[src/rtl/mattr_pkg.sv]
package mattr_pkg;
  localparam int unsigned CTX_NUM_DEF = 8;
  localparam int unsigned PC_W_DEF    = 4;
  localparam int unsigned PRIO_W_DEF  = 2;

  typedef struct packed {
    logic priv;
    logic nonsec;
  } ovr_t;
endpackage

[src/rtl/mattr_ctx_gate.sv]
module mattr_ctx_gate #(
  parameter int unsigned CTX_NUM = 8,
  parameter int unsigned PC_W    = 4
) (
  input  logic [PC_W-1:0]    req_pc,
  input  logic [CTX_NUM-1:0] mask,
  output logic               grant
);
  localparam int unsigned IDX_W = $clog2(CTX_NUM);
  localparam logic [PC_W:0] LIMIT = CTX_NUM[PC_W:0];

  logic in_range;

  always_comb begin
    in_range = ({1'b0, req_pc} < LIMIT);
    grant    = in_range && mask[req_pc[IDX_W-1:0]];
  end
endmodule

[src/rtl/mattr_pc_reg.sv]
module mattr_pc_reg #(
  parameter int unsigned PC_W = 4
) (
  input  logic            clk,
  input  logic            rst_n,
  input  logic            load_en,
  input  logic [PC_W-1:0] load_val,
  output logic [PC_W-1:0] q
);
  logic [PC_W-1:0] q_nxt;

  always_comb begin
    q_nxt = q;
    if (load_en) q_nxt = load_val;
  end

  always_ff @(posedge clk or negedge rst_n) begin
    if (!rst_n) q <= '0;
    else        q <= q_nxt;
  end
endmodule

[src/rtl/mattr_trusted_regs.sv]
module mattr_trusted_regs
  import mattr_pkg::*;
#(
  parameter int unsigned CTX_NUM = 8,
  parameter int unsigned PRIO_W  = 2
) (
  input  logic              clk,
  input  logic              rst_n,
  input  logic              wr_en,
  input  logic [CTX_NUM-1:0] wr_mask,
  input  ovr_t              wr_ovr,
  input  logic [PRIO_W-1:0] wr_prio,
  output logic [CTX_NUM-1:0] mask_q,
  output ovr_t              ovr_q,
  output logic [PRIO_W-1:0] prio_q
);
  localparam logic [CTX_NUM-1:0] ZERO_CTX_CLR = {{(CTX_NUM-1){1'b1}}, 1'b0};

  logic [CTX_NUM-1:0] mask_nxt;
  ovr_t               ovr_nxt;
  logic [PRIO_W-1:0]  prio_nxt;

  always_comb begin
    mask_nxt = mask_q;
    ovr_nxt  = ovr_q;
    prio_nxt = prio_q;
    if (wr_en) begin
      mask_nxt = wr_mask & ZERO_CTX_CLR;
      ovr_nxt  = wr_ovr;
      prio_nxt = wr_prio;
    end
  end

  always_ff @(posedge clk or negedge rst_n) begin
    if (!rst_n) begin
      mask_q <= '0;
      ovr_q  <= '0;
      prio_q <= '0;
    end else begin
      mask_q <= mask_nxt;
      ovr_q  <= ovr_nxt;
      prio_q <= prio_nxt;
    end
  end
endmodule

[src/rtl/mattr_ctrl.sv]
module mattr_ctrl
  import mattr_pkg::*;
#(
  parameter int unsigned CTX_NUM         = CTX_NUM_DEF,
  parameter int unsigned PC_W            = PC_W_DEF,
  parameter int unsigned PRIO_W          = PRIO_W_DEF,
  parameter bit          HAS_SAVED       = 1'b1,
  parameter bit          MASTER_GEN_PRIV = 1'b1,
  parameter bit          MASTER_GEN_NS   = 1'b0
) (
  input  logic               clk,
  input  logic               rst_n,
  input  logic               mst_wr_en,
  input  logic [PC_W-1:0]    mst_wr_pc,
  input  logic               cfg_wr_en,
  input  logic [CTX_NUM-1:0] cfg_mask,
  input  logic               cfg_priv,
  input  logic               cfg_nonsec,
  input  logic [PRIO_W-1:0]  cfg_prio,
  input  logic               boot_save_en,
  input  logic [PC_W-1:0]    boot_save_pc,
  input  logic               xfer_priv_in,
  input  logic               xfer_nsec_in,
  output logic [PC_W-1:0]    attr_pc,
  output logic               attr_priv,
  output logic               attr_nonsec,
  output logic [PRIO_W-1:0]  arb_prio,
  output logic [CTX_NUM-1:0] ctx_mask_o,
  output logic [PC_W-1:0]    saved_pc_o
);
  logic grant;
  logic pc_load;
  ovr_t cfg_ovr;
  ovr_t ovr_q;

  always_comb begin
    cfg_ovr.priv   = cfg_priv;
    cfg_ovr.nonsec = cfg_nonsec;
    pc_load        = mst_wr_en && grant;
  end

  mattr_ctx_gate #(.CTX_NUM(CTX_NUM), .PC_W(PC_W)) u_gate (
    .req_pc (mst_wr_pc),
    .mask   (ctx_mask_o),
    .grant  (grant)
  );

  mattr_pc_reg #(.PC_W(PC_W)) u_pc (
    .clk      (clk),
    .rst_n    (rst_n),
    .load_en  (pc_load),
    .load_val (mst_wr_pc),
    .q        (attr_pc)
  );

  mattr_trusted_regs #(.CTX_NUM(CTX_NUM), .PRIO_W(PRIO_W)) u_trust (
    .clk     (clk),
    .rst_n   (rst_n),
    .wr_en   (cfg_wr_en),
    .wr_mask (cfg_mask),
    .wr_ovr  (cfg_ovr),
    .wr_prio (cfg_prio),
    .mask_q  (ctx_mask_o),
    .ovr_q   (ovr_q),
    .prio_q  (arb_prio)
  );

  generate
    if (HAS_SAVED) begin : g_saved
      mattr_pc_reg #(.PC_W(PC_W)) u_saved (
        .clk      (clk),
        .rst_n    (rst_n),
        .load_en  (boot_save_en),
        .load_val (boot_save_pc),
        .q        (saved_pc_o)
      );
    end else begin : g_nosaved
      logic unused_save;
      assign unused_save = boot_save_en ^ (^boot_save_pc);
      assign saved_pc_o  = '0;
    end

    if (MASTER_GEN_PRIV) begin : g_priv_own
      logic unused_priv_ovr;
      assign unused_priv_ovr = ovr_q.priv;
      assign attr_priv       = xfer_priv_in;
    end else begin : g_priv_ovr
      logic unused_priv_in;
      assign unused_priv_in = xfer_priv_in;
      assign attr_priv      = ovr_q.priv;
    end

    if (MASTER_GEN_NS) begin : g_ns_own
      logic unused_ns_ovr;
      assign unused_ns_ovr = ovr_q.nonsec;
      assign attr_nonsec   = xfer_nsec_in;
    end else begin : g_ns_ovr
      logic unused_ns_in;
      assign unused_ns_in = xfer_nsec_in;
      assign attr_nonsec  = ovr_q.nonsec;
    end
  endgenerate
endmodule

[config.mk]
export PLATFORM = sky130hd
export DESIGN_NAME = mattr_ctrl
export DESIGN_NICKNAME = d
export VERILOG_FILES = /design/src/rtl/mattr_pkg.sv /design/src/rtl/mattr_ctx_gate.sv /design/src/rtl/mattr_pc_reg.sv /design/src/rtl/mattr_trusted_regs.sv /design/src/rtl/mattr_ctrl.sv
export SDC_FILE = /design/constraint.sdc
export NUM_CORES = 1
export LEC_CHECK = 0
export BUFFER_PORTS_ARGS = -buffer_cell sky130_fd_sc_hd__buf_2
export CAP_MARGIN = 10
export CORE_UTILIZATION = 38
export DETAILED_ROUTE_END_ITERATION = 16
export PLACE_DENSITY_LB_ADDON = 0.12
export SETUP_SLACK_MARGIN = 0.2
export SYNTH_ARGS = -nofsm -noshare
export SYNTH_HDL_FRONTEND = slang
export SYNTH_HIERARCHICAL = 1
export SYNTH_SLANG_ARGS = --single-unit
[constraint.sdc]
create_clock -name clk -period 1.73 [get_ports clk]
set_clock_uncertainty 0.15 [all_clocks]
set_input_delay 0.173 -clock clk [delete_from_list [all_inputs] [get_ports clk]]
set_output_delay 0.173 -clock clk [all_outputs]
set_load 0.05 [all_outputs]
==> flow_summary_export.csv <==
group,metric,value,unit
finish,drive_gt1_frac,0.670,
pwr,switching_power,0.443,mW
logic_synthesis,syn_inst,49,
sta,slew_violations,0,
floorplan,fp.dieArea,2280,um2
route,first_iter_violations,6,
pwr,pwr-share-clk,0.207,
sta,fmax,0.581,GHz
route,wl_per_cell,11.3,um
placement,portBuffers,40,
logic_synthesis,syn-cell-area,797,um2
pwr,vdd_drop_max,0.527,mV
finish,n_antenna_cell,0,
floorplan,die_h,47.8,um
global_route,antenna_found_initial,0,
setup_path,crit_type,"reg2reg",
route,dr.pass1.iters,4,
sta,hold_viol,0,
route,drc_errors,0,
sta,period_share,0.994,
floorplan,core_area,1960,um2
pwr,internal_power,0.780,mW
global_route,grtUsageTotal,0.141,
pwr,swShare,0.362,
route,routed_via_density,4.50,
sta,finalCriticalPeriod,1.72,ns
sta,rsz0062_at_grt,"true",
finish,syn_to_final_growth,57.9,%
setup_path,critPathRequiredTime,1.76,ns
logic_synthesis,yosys_warnings,6,
setup_path,critPathLaunchType,"flip-flop",
finish,num-nets-final,140,
clocking,cts_made_buffers,3,
floorplan,start_util,0.406,
clocking,cts_sinks,18,
floorplan,die_w,47.8,um
placement,dpl.cell_count,117,
global_route,grt_pass1_wl,2190,um
setup_path,worst_setup_path_end_kind,"flip-flop",
clocking,clkTransAtPathRegs,0.10,ns
clocking,post_cts_resized,0,
worst_hold_path,min_path_type,"in2reg",
pwr,p_leak,0.634,nW
sta,holdWs,0.0228,ns
setup_path,arrival,1.75,ns
setup_path,rrSetupSlack,0.01,ns
setup_path,path_max_fanout,4,
global_route,grt-ovfl-total,0,
run_status,status,"finished, final reports clean",
route,vias,625,
logic_synthesis,avgSynthCellArea,16.3,um2
floorplan,ioPinCount,47,
clocking,cts_tree,"yes",
finish,fin_cells,139,
route,totalWireLength,1570,um
pwr,pwr-share-seq,0.415,
logic_synthesis,synth_nets,76,
global_route,grt_pass1_vias,543,
pwr,combPwrFrac,0.378,
floorplan,rows,16,
sta,setup_viol,0,
sta,final.setup.tns,0,ns
run,maxCapViolations,0,
clocking,cts_root_buf,"clkbuf_4",
clocking,clk_path_buf_depth,2,
placement,place_congestion,0.712,
clocking,clk_latency,0.29,ns
pwr,report.power.total,1.22,mW
pwr,powerDensity,972,nW/um2
clocking,ctsHtreeMaxLevel,1,
route,postRouteAntennaNets,0,
global_route,grt_max_degree,19,
## timing repair
item                       in CTS  in global routing
hold endpoints to repair       34                  0
setup buffers                   1                  0
hold buffers                   17                  0
setup endpoints to repair       4                  4
## cell type report
class                      count  area, um2
clock buffer                   4       36.3
fill                         174        703
inverter                       1       3.75
multi-input combinational     27        319
sequential                    18        458
tap                           27       33.8
timing repair buffer          62        408
## stage by stage
stage / worst slack, ns / util / instance area (um2)
final: 0.00991 / 0.642 / 1260
after global routing: -0.0420 / 0.642 / 1260
after CTS: 0.00259 / 0.642 / 1260
after detailed placement: 0.0127 / 0.533 / 1040
after global placement: 0.0257 / 0.533 / 1040
after floorplan: -0.101 / - / 807
## cell usage in the layout (no fill, tap or decap)
cell type / count
nor2_1: 2
buf_2: 40
conb_1: 1
inv_1: 1
and2_4: 1
clkbuf_8: 1
buf_4: 5
a311oi_1: 1
mux4_2: 1
dlygate4sd3_1: 17
dfrtp_2: 6
a21o_1: 1
mux2_2: 8
mux2i_1: 2
mux2_4: 10
clkbuf_4: 3
dfrtp_1: 12
## final timing paths
path                                                     to  cells past startpoint                             start
max reg2reg                           u_pc/q[1]$_DFFE_PN0P_                      5     u_trust/mask_q[7]$_DFFE_PN0P_
min in group asynchronous             u_pc/q[1]$_DFFE_PN0P_                      2                             rst_n
max in group asynchronous     u_trust/mask_q[5]$_DFFE_PN0P_                      2                             rst_n
min                                   u_pc/q[1]$_DFFE_PN0P_                      2                      mst_wr_pc[1]
max                                   u_pc/q[1]$_DFFE_PN0P_                      5     u_trust/mask_q[7]$_DFFE_PN0P_
min reg2reg                g_saved.u_saved/q[0]$_DFFE_PN0P_                      1  g_saved.u_saved/q[0]$_DFFE_PN0P_
## sequential cells by signal, indices dropped and copies added (netlist names)
| register | cells |
|---|---|
| u_pc/q | 4 |
| u_trust/ovr_q | 1 |
| g_saved.u_saved/q | 4 |
| u_trust/prio_q | 2 |
| u_trust/mask_q | 7 |
## critical path: stages, from the launching register on
cell	delay, ns
dfrtp_2	0.41
mux4_2	0.46
nor2_1	0.10
a311oi_1	0.05
and2_4	0.17
mux2_4	0.29
## power by group through the flow
stage,combinational (mW),clock (mW),sequential [mW]
2_1_floorplan,0.112,0,0.726
3_3_place_gp,0.430,0,0.515
3_5_place_dp,0.432,0,0.517
4_1_cts,0.465,0.264,0.509
5_1_grt,0.489,0.278,0.519
6_report,0.463,0.253,0.508
## per-layer routing
| metal | global-route usage | vias to the layer above | wire (um) |
|---|---|---|---|
| met5 | 0 | - | 0 |
| met4 | 0.0667 | 0 | 0 |
| met3 | 0.0226 | 0 | 121 |
| met2 | 0.238 | 28 | 776 |
| met1 | 0.176 | 299 | 672 |
| li1 | - | 298 | - |
No activity file was read; power rests on OpenSTA's default activity.
